`src/rtl/vmap_pkg.sv`:
```
package vmap_pkg;

  // Register select codes seen on reg_sel
  typedef enum logic [1:0] {
    SEL_STATUS = 2'd0,
    SEL_SCROLL = 2'd1,
    SEL_ADDR   = 2'd2,
    SEL_DATA   = 2'd3
  } vmap_sel_e;

  // Read-buffer refill sequence
  typedef enum logic [1:0] {
    FILL_IDLE    = 2'd0,
    FILL_ISSUE   = 2'd1,
    FILL_CAPTURE = 2'd2
  } vmap_fill_e;

endpackage

```
`src/rtl/vmap_phase.sv`:
```
// Shared write-phase toggle, scroll pair and staged high address bits.
module vmap_phase #(
  parameter int DATA_W = 8,
  parameter int HI_W   = 6
) (
  input  logic              clk,
  input  logic              rst_n,
  input  logic              ev_status_rd,
  input  logic              ev_scroll_wr,
  input  logic              ev_addr_wr,
  input  logic [DATA_W-1:0] wr_data,
  output logic              wr_phase,
  output logic              load_go,
  output logic [HI_W-1:0]   hi_stage,
  output logic [DATA_W-1:0] scroll_h,
  output logic [DATA_W-1:0] scroll_v
);

  always_ff @(posedge clk or negedge rst_n) begin
    if (!rst_n) begin
      wr_phase <= 1'b0;
      hi_stage <= '0;
      scroll_h <= '0;
      scroll_v <= '0;
    end else begin
      if (ev_status_rd)
        wr_phase <= 1'b0;
      else if (ev_scroll_wr || ev_addr_wr)
        wr_phase <= ~wr_phase;

      if (ev_scroll_wr && !wr_phase) scroll_h <= wr_data;
      if (ev_scroll_wr &&  wr_phase) scroll_v <= wr_data;
      if (ev_addr_wr   && !wr_phase) hi_stage <= wr_data[HI_W-1:0];
    end
  end

  // Second address write commits the full address
  assign load_go = ev_addr_wr & wr_phase;

endmodule

```
`src/rtl/vmap_addr_ctr.sv`:
```
// Current video address: two-byte load and wrapping auto-step.
module vmap_addr_ctr #(
  parameter int ADDR_W    = 14,
  parameter int DATA_W    = 8,
  parameter int WIDE_STEP = 32
) (
  input  logic                     clk,
  input  logic                     rst_n,
  input  logic                     load_go,
  input  logic [ADDR_W-DATA_W-1:0] hi_stage,
  input  logic [DATA_W-1:0]        wr_data,
  input  logic                     step_go,
  input  logic                     step_wide,
  output logic [ADDR_W-1:0]        cur_addr
);

  localparam int HI_W = ADDR_W - DATA_W;
  localparam logic [ADDR_W:0] STEP_ONE  = (ADDR_W+1)'(1);
  localparam logic [ADDR_W:0] STEP_WIDE = (ADDR_W+1)'(WIDE_STEP);

  // Step with wrap: the carry out of the top bit is discarded
  function automatic logic [ADDR_W-1:0] next_addr(input logic [ADDR_W-1:0] a,
                                                  input logic wide);
    logic [ADDR_W:0] sum;
    sum = {1'b0, a} + (wide ? STEP_WIDE : STEP_ONE);
    return sum[ADDR_W-1:0];
  endfunction

  // Join staged high bits with the low byte of the second write
  function automatic logic [ADDR_W-1:0] join_addr(input logic [HI_W-1:0] hi,
                                                  input logic [DATA_W-1:0] lo);
    return {hi, lo};
  endfunction

  always_ff @(posedge clk or negedge rst_n) begin
    if (!rst_n)
      cur_addr <= '0;
    else if (load_go)
      cur_addr <= join_addr(hi_stage, wr_data);
    else if (step_go)
      cur_addr <= next_addr(cur_addr, step_wide);
  end

endmodule

```
`src/rtl/vmap_rdbuf.sv`:
```
// Read buffer with palette bypass; two-cycle refill from synchronous memory.
module vmap_rdbuf #(
  parameter int ADDR_W   = 14,
  parameter int DATA_W   = 8,
  parameter int PAL_BASE = 'h3F00
) (
  input  logic              clk,
  input  logic              rst_n,
  input  logic              ev_data_rd,
  input  logic [ADDR_W-1:0] cur_addr,
  input  logic [DATA_W-1:0] mem_rdata,
  output logic              busy,
  output logic [ADDR_W-1:0] fetch_addr,
  output logic [DATA_W-1:0] rd_data,
  output logic [DATA_W-1:0] buf_q,
  output logic              fill_done,
  output logic              fill_pal
);
  import vmap_pkg::*;

  localparam logic [ADDR_W-1:0] PAL_A = ADDR_W'(PAL_BASE);

  function automatic logic in_palette(input logic [ADDR_W-1:0] a);
    return a >= PAL_A;
  endfunction

  vmap_fill_e st;

  always_ff @(posedge clk or negedge rst_n) begin
    if (!rst_n) begin
      st         <= FILL_IDLE;
      fetch_addr <= '0;
      fill_pal   <= 1'b0;
      rd_data    <= '0;
      buf_q      <= '0;
    end else begin
      unique case (st)
        FILL_IDLE: begin
          if (ev_data_rd) begin
            fetch_addr <= cur_addr;
            fill_pal   <= in_palette(cur_addr);
            if (!in_palette(cur_addr)) rd_data <= buf_q;
            st <= FILL_ISSUE;
          end
        end
        FILL_ISSUE:   st <= FILL_CAPTURE;
        FILL_CAPTURE: begin
          buf_q <= mem_rdata;
          if (fill_pal) rd_data <= mem_rdata;
          st <= FILL_IDLE;
        end
        default:      st <= FILL_IDLE;
      endcase
    end
  end

  assign busy      = (st != FILL_IDLE);
  assign fill_done = (st == FILL_CAPTURE);

endmodule

```
`src/rtl/vmap_port.sv`:
```
// Top: register decode, memory address mux and write path.
module vmap_port #(
  parameter int ADDR_W    = 14,
  parameter int DATA_W    = 8,
  parameter int WIDE_STEP = 32,
  parameter int PAL_BASE  = 'h3F00
) (
  input  logic              clk,
  input  logic              rst_n,
  input  logic [1:0]        reg_sel,
  input  logic              rd_en,
  input  logic              wr_en,
  input  logic [DATA_W-1:0] wr_data,
  input  logic              step_wide,
  input  logic [DATA_W-1:0] mem_rdata,
  output logic [ADDR_W-1:0] mem_addr,
  output logic              mem_we,
  output logic [DATA_W-1:0] mem_wdata,
  output logic [DATA_W-1:0] rd_data,
  output logic              busy,
  output logic [DATA_W-1:0] scroll_h,
  output logic [DATA_W-1:0] scroll_v
);
  import vmap_pkg::*;

  localparam int HI_W = ADDR_W - DATA_W;

  // Named internal events
  logic              ev_status_rd, ev_scroll_wr, ev_addr_wr, ev_data_wr, ev_data_rd;
  logic              wr_phase, load_go, fill_done, fill_pal;
  logic [HI_W-1:0]   hi_stage;
  logic [ADDR_W-1:0] cur_addr, fetch_addr;
  logic [DATA_W-1:0] buf_q;

  assign ev_status_rd = rd_en & ~busy & (reg_sel == SEL_STATUS);
  assign ev_scroll_wr = wr_en & ~busy & (reg_sel == SEL_SCROLL);
  assign ev_addr_wr   = wr_en & ~busy & (reg_sel == SEL_ADDR);
  assign ev_data_wr   = wr_en & ~busy & (reg_sel == SEL_DATA);
  assign ev_data_rd   = rd_en & ~wr_en & ~busy & (reg_sel == SEL_DATA);

  vmap_phase #(.DATA_W(DATA_W), .HI_W(HI_W)) u_phase (
    .clk(clk), .rst_n(rst_n),
    .ev_status_rd(ev_status_rd), .ev_scroll_wr(ev_scroll_wr), .ev_addr_wr(ev_addr_wr),
    .wr_data(wr_data), .wr_phase(wr_phase), .load_go(load_go), .hi_stage(hi_stage),
    .scroll_h(scroll_h), .scroll_v(scroll_v)
  );

  vmap_addr_ctr #(.ADDR_W(ADDR_W), .DATA_W(DATA_W), .WIDE_STEP(WIDE_STEP)) u_addr (
    .clk(clk), .rst_n(rst_n), .load_go(load_go), .hi_stage(hi_stage),
    .wr_data(wr_data), .step_go(ev_data_wr | ev_data_rd), .step_wide(step_wide),
    .cur_addr(cur_addr)
  );

  vmap_rdbuf #(.ADDR_W(ADDR_W), .DATA_W(DATA_W), .PAL_BASE(PAL_BASE)) u_rdbuf (
    .clk(clk), .rst_n(rst_n), .ev_data_rd(ev_data_rd), .cur_addr(cur_addr),
    .mem_rdata(mem_rdata), .busy(busy), .fetch_addr(fetch_addr), .rd_data(rd_data),
    .buf_q(buf_q), .fill_done(fill_done), .fill_pal(fill_pal)
  );

  // During a refill the memory sees the address that was read
  assign mem_addr  = busy ? fetch_addr : cur_addr;
  assign mem_we    = ev_data_wr;
  assign mem_wdata = wr_data;

endmodule

```
`config.mk`:
```
export PLATFORM = sky130hd
export DESIGN_NAME = vmap_port
export DESIGN_NICKNAME = d
export VERILOG_FILES = /design/src/rtl/vmap_pkg.sv /design/src/rtl/vmap_phase.sv /design/src/rtl/vmap_addr_ctr.sv /design/src/rtl/vmap_rdbuf.sv /design/src/rtl/vmap_port.sv
export SDC_FILE = /design/constraint.sdc
export NUM_CORES = 1
export LEC_CHECK = 0
export BUFFER_PORTS_ARGS = -buffer_cell sky130_fd_sc_hd__buf_2
export CAP_MARGIN = 20
export CELL_PAD_IN_SITES_DETAIL_PLACEMENT = 0
export CELL_PAD_IN_SITES_GLOBAL_PLACEMENT = 1
export CORE_MARGIN = 5
export CORE_UTILIZATION = 28
export DETAILED_ROUTE_END_ITERATION = 12
export PLACE_DENSITY = 0.65
export REMOVE_ABC_BUFFERS = 1
export SLEW_MARGIN = 10
export SYNTH_ARGS = -nofsm -noshare
export SYNTH_HDL_FRONTEND = slang
export SYNTH_HIERARCHICAL = 1
export SYNTH_SLANG_ARGS = --single-unit
export TNS_END_PERCENT = 10
```
`constraint.sdc`:
```
create_clock -name clk -period 3.43 [get_ports clk]
set_input_delay 0.1715 -clock clk [delete_from_list [all_inputs] [get_ports clk]]
set_output_delay 0.1715 -clock clk [all_outputs]
set_load 0.05 [all_outputs]
```
==> results of run 1 <==
-- layer usage --
metal,up-vias,wire [µm]
li1,1046,-
met1,1048,3400
met2,73,3080
met3,7,487
met4,0,94
met5,-,0
-- metrics by stage --
step / setup slack (ns) / area, µm² / hold slack [ns] / std cells
after floorplan: 0.456 / 3230 / -0.124 / 237
after global placement: 0.796 / 3800 / 0.327 / 459
after detailed placement: 0.757 / 3800 / 0.332 / 459
after CTS: 0.724 / 4120 / 0.0830 / 475
after global routing: 0.610 / 4120 / 0.0895 / 475
final: 0.743 / 4120 / 0.0964 / 475
-- power groups by stage --
stage	clock (mW)	sequential (mW)	combinational, mW
after floorplan	0	1.84	0.878
after global placement	0	1.46	1.68
after detailed placement	0	1.47	1.69
after CTS	0.965	1.46	1.70
after global routing	0.999	1.51	1.78
final	0.937	1.45	1.68
-- state kept, by name (all words and copies together) (netlist names) --
register	cells
u_rdbuf/buf_q	8
u_rdbuf/fetch_addr	14
u_phase/hi_stage	6
u_rdbuf/st	2
u_phase/scroll_h	8
u_phase/wr_phase	1
u_rdbuf/rd_data	8
u_rdbuf/fill_pal	1
u_phase/scroll_v	8
u_addr/cur_addr	14
-- final timing paths --
check                            startpoint                 end  slack, ns
max in group asynchronous             rst_n  u_addr/cur_addr[4]       2.15
min in group asynchronous             rst_n  u_rdbuf/rd_data[6]       0.49
hold / removal                 mem_rdata[2]    u_rdbuf/buf_q[2]        0.1
setup reg to reg              u_rdbuf/st[0]  u_rdbuf/rd_data[7]       0.74
setup / recovery              u_rdbuf/st[0]  u_rdbuf/rd_data[7]       0.74
hold reg to reg            u_rdbuf/buf_q[1]    u_rdbuf/buf_q[1]       0.49
-- timing repair --
action / in CTS / in global routing
endpoints found under the hold margin: 27 / 0
setup buffers: 0 / 0
endpoints found under the setup margin: 0 / 0
hold buffers: 1 / 0
-- critical path, cell delays in order (launching register included) --
cell and delay (ns):
dfrtp_1 0.43, or2_2 0.53, nand2b_1 0.25, nor3_1 0.34
mux2i_1 0.19, a211oi_4 0.43, mux2_2 0.39
-- layout make-up --
type | count | area share
Clock buffer | 12 | 0.0647
Clock inverter | 3 | 0.0103
Inverter | 5 | 0.00456
Multi-Input combinational cell | 162 | 0.353
Sequential cell | 70 | 0.426
Tap cell | 147 | 0.0447
Timing Repair Buffer | 76 | 0.0967
==> flow_summary.yaml, run 1 <==
min_path:
  worstHoldPathCells: 2
  hold_path_class: "primary input to flop"
drt:
  drc: 0
  drt_iter0_markers: 90
  firstDrtPassIters: 4
  antenna_left: 0
  vias: 2174
  wirelength_um: 7060
  wl_per_cell_um: 14.9
  vias_per_cell: 4.58
grt:
  grt.overflow.total: 0
  grt_usage: 0.104
  grt_pass1_wl_um: 11800
  gr-usage-met1: 0.142
  grt_max_degree: 39
  met3_usage: 0.0370
  antenna_found_initial: 0
  top_usage_layer: "met2"
  grt_util_met2: 0.156
  grt_pass1_vias: 2179
sta:
  slew_violations: 0
  post-route-min-period_ns: 2.69
  fin_setup_tns_ns: 0
  post-route-period-util: 0.783
  fin_skew_ns: 0.00560
  finalSetupViolations: 0
  final_hold_viol_count: 0
  max_slew.worst_pin.slew_ns: 0.841
  rsz0062_at_grt: "no"
  clock.fmax_mhz: 372
  relSlewSlack: 0.439
power:
  internal_power_mw: 2.35
  clockPowerShare: 0.231
  total_power_mw: 4.06
  seqPwrFrac: 0.357
  p_sw_frac: 0.421
  p_sw_mw: 1.71
  pwr-share-comb: 0.413
  power_density_mw_per_mm2: 987
  power.static_leakage_nw: 1.83
  ir_drop_mv: 0.390
finish:
  seq_area_mm2: 0.00175
  fin_nets: 350
  syn_to_final_growth_pct: 22.8
  fill_cells: 1167
  diodes: 0
  multiInputGateArea_mm2: 0.00146
  mostFrequentLayoutCells: "buf_2 (70), dfrtp_1 (70), mux2_2 (51)"
  final_core_util: 0.347
  drive_above_1_share: 0.515
place:
  dp_hpwl_um: 5300
  gp_congestion: 0.729
  portBuffers: 70
setup_path:
  reg2reg_depth: 6
  critPathCaptureType: "flop"
  cp_max_fo: 18
  crit_type: "flop to flop"
  start_kind: "flop"
  arrival_ns: 2.89
  cp.required_ns: 3.63
cts:
  cts.reportedPaths.clkPinSlew_ns: 0.06
  cts.path.max_buffers: 2
  clock_latency_ns: 0.32
  clock_sinks: 70
  numCtsBuffers: 9
  htreeDepth: 3
  cts_tree: "yes"
  cts_resized: 0
  root_buffer: "clkbuf_16"
synth:
  postSynthCellCount: 253
  syn_area_per_cell_um2: 13.2
  netlist_area_mm2: 0.00335
  ys_warn_count: 6
floorplanning:
  pin_count: 71
  initial_core_util: 0.283
  die-area_mm2: 0.0143
  die_x_um: 119
  core_mm2: 0.0119
  num_rows: 40
  fp.dieH_um: 119
status:
  status: "complete, no violations"
job:
  cap_violations: 0
(Power assumes the default switching activity.)
==> run 2: changes to the inputs <==
- clock period: 3.43 -> 2.5 ns (I/O delays scaled with it)
==> run 2 against run 1 <==
- routed wire length grew 3.0%
- hold slack lost 0.055 ns
- fmax is 19% higher
- final area rose by 1.8%
==> flow_summary.yaml, run 2 (same netlist as run 1, synthesis figures left out) <==
grt:
  antenna_found_initial: 0
  grt_max_degree: 29
  grt.overflow.total: 0
  grt_pass1_vias: 2373
  grt_pass1_wl_um: 12300
  grt_usage: 0.110
drt:
  firstDrtPassIters: 6
  vias: 2209
  wirelength_um: 7280
  drt_iter0_markers: 108
  antenna_left: 0
  vias_per_cell: 4.59
  wl_per_cell_um: 15.1
  drc: 0
setup_path:
  critPathCaptureType: "flop"
  cp_max_fo: 8
  cp.required_ns: 2.71
  crit_type: "flop to flop"
  slowest_stage: "dfrtp_1"
  crit_path_max_incr_delay_ns: 0.44
  crit_chain: "or2_2, nand2b_1, nor3_1, mux2i_1, a211oi_4, mux2_2"
  arrival_ns: 2.46
  start_kind: "flop"
finish:
  final_cells: 481
  fill_cells: 1162
  reg_top3: "u_addr/cur_addr (14), u_rdbuf/fetch_addr (14)"
  fin_nets: 355
  syn_to_final_growth_pct: 25.0
  drive_above_1_share: 0.524
  seq_area_mm2: 0.00175
  multiInputGateArea_mm2: 0.00146
  mostFrequentLayoutCells: "buf_2 (70), dfrtp_1 (70), mux2_2 (51)"
  diodes: 0
place:
  portBuffers: 70
  placedCellCount: 464
  gp_congestion: 0.819
  dp_hpwl_um: 5400
power:
  seqPwrFrac: 0.351
  p_sw_mw: 2.39
  ir_drop_mv: 0.574
  total_power_mw: 5.70
  power_density_mw_per_mm2: 1360
  p_sw_frac: 0.419
  pwr-share-comb: 0.403
  clockPowerShare: 0.245
  internal_power_mw: 3.31
  power.static_leakage_nw: 1.88
sta:
  post-route-min-period_ns: 2.25
  fin_skew_ns: 0.00586
  final_hold_viol_count: 0
  finalSetupViolations: 0
  slew_violations: 0
  max_slew.worst_pin.slew_ns: 0.608
  fin_setup_tns_ns: 0
  post-route-period-util: 0.901
  rsz0062_at_grt: "no"
  clock.fmax_mhz: 444
  relSlewSlack: 0.595
cts:
  clock_latency_ns: 0.33
  cts_resized: 0
  htreeDepth: 3
  root_buffer: "clkbuf_16"
  cts.reportedPaths.clkPinSlew_ns: 0.06
  cts.path.max_buffers: 2
  cts_tree: "yes"
  numCtsBuffers: 9
  clock_sinks: 70
floorplanning:
  fp.dieH_um: 119
  core_mm2: 0.0119
  die-area_mm2: 0.0143
  die_x_um: 119
  initial_core_util: 0.283
  pin_count: 71
  num_rows: 40
job:
  cap_violations: 0
min_path:
  hold_path_class: "primary input to flop"
status:
  status: "complete, no violations"
run 2: area by class of cell:
cell class                 instances  area share
inverter                           5     0.00448
clock buffer                      11      0.0603
sequential                        70       0.418
timing repair buffer              81       0.107
tap                              147      0.0439
clock inverter                     5      0.0194
multi-input combinational        162       0.347
run 2: metrics by stage:
stage                     utilization  cell area [µm²]  setup slack (ns)  hold slack, ns
after floorplan                     -             3230            -0.474          -0.171
after global placement          0.324             3850             0.346           0.168
after detailed placement        0.324             3850             0.231           0.172
after CTS                       0.353             4190             0.231          0.0298
after global routing            0.353             4190             0.108          0.0372
final                           0.353             4190             0.247          0.0413
run 2: routing by layer:
layer	share of wire	global-route usage
met1	0.49	0.148
met3	0.059	0.0418
met2	0.44	0.159
met4	0.012	0.0437
met5	0	0
run 2: worst max-delay path, delay by kind of cell (launching register included):
kind,cells,cell delay [ns]
flip-flops,1,0.44
multiplexers,2,0.56
AO/OA/AOI/OAI,1,0.40
AND/OR/NAND/NOR,3,0.73
run 2: power by group through the flow:
stage	logic, mW	registers, mW	clock network [mW]
global route	2.44	2.09	1.49
detailed placement	2.32	2.02	0
floorplan	1.20	2.52	0
global placement	2.29	2.01	0
finish	2.30	2.00	1.40
CTS	2.32	2.01	1.43
run 2: path summary, 6_finish.rpt:
path	startpoint	to	slack, ns	depth (start not counted)
min in group asynchronous	rst_n	u_rdbuf/buf_q[6]	0.34	2
max	u_rdbuf/st[1]	u_rdbuf/rd_data[4]	0.25	6
max in group asynchronous	rst_n	u_rdbuf/fetch_addr[3]	1.49	3
min reg2reg	u_rdbuf/buf_q[0]	u_rdbuf/buf_q[0]	0.49	1
min	mem_rdata[0]	u_rdbuf/buf_q[0]	0.04	2
max reg2reg	u_rdbuf/st[1]	u_rdbuf/rd_data[4]	0.25	6
run 2: repair_timing:
action                     in CTS  in global routing
hold buffers                    1                  0
hold endpoints to repair       25                  0
setup buffers                   0                  0
setup endpoints to repair       0                  0
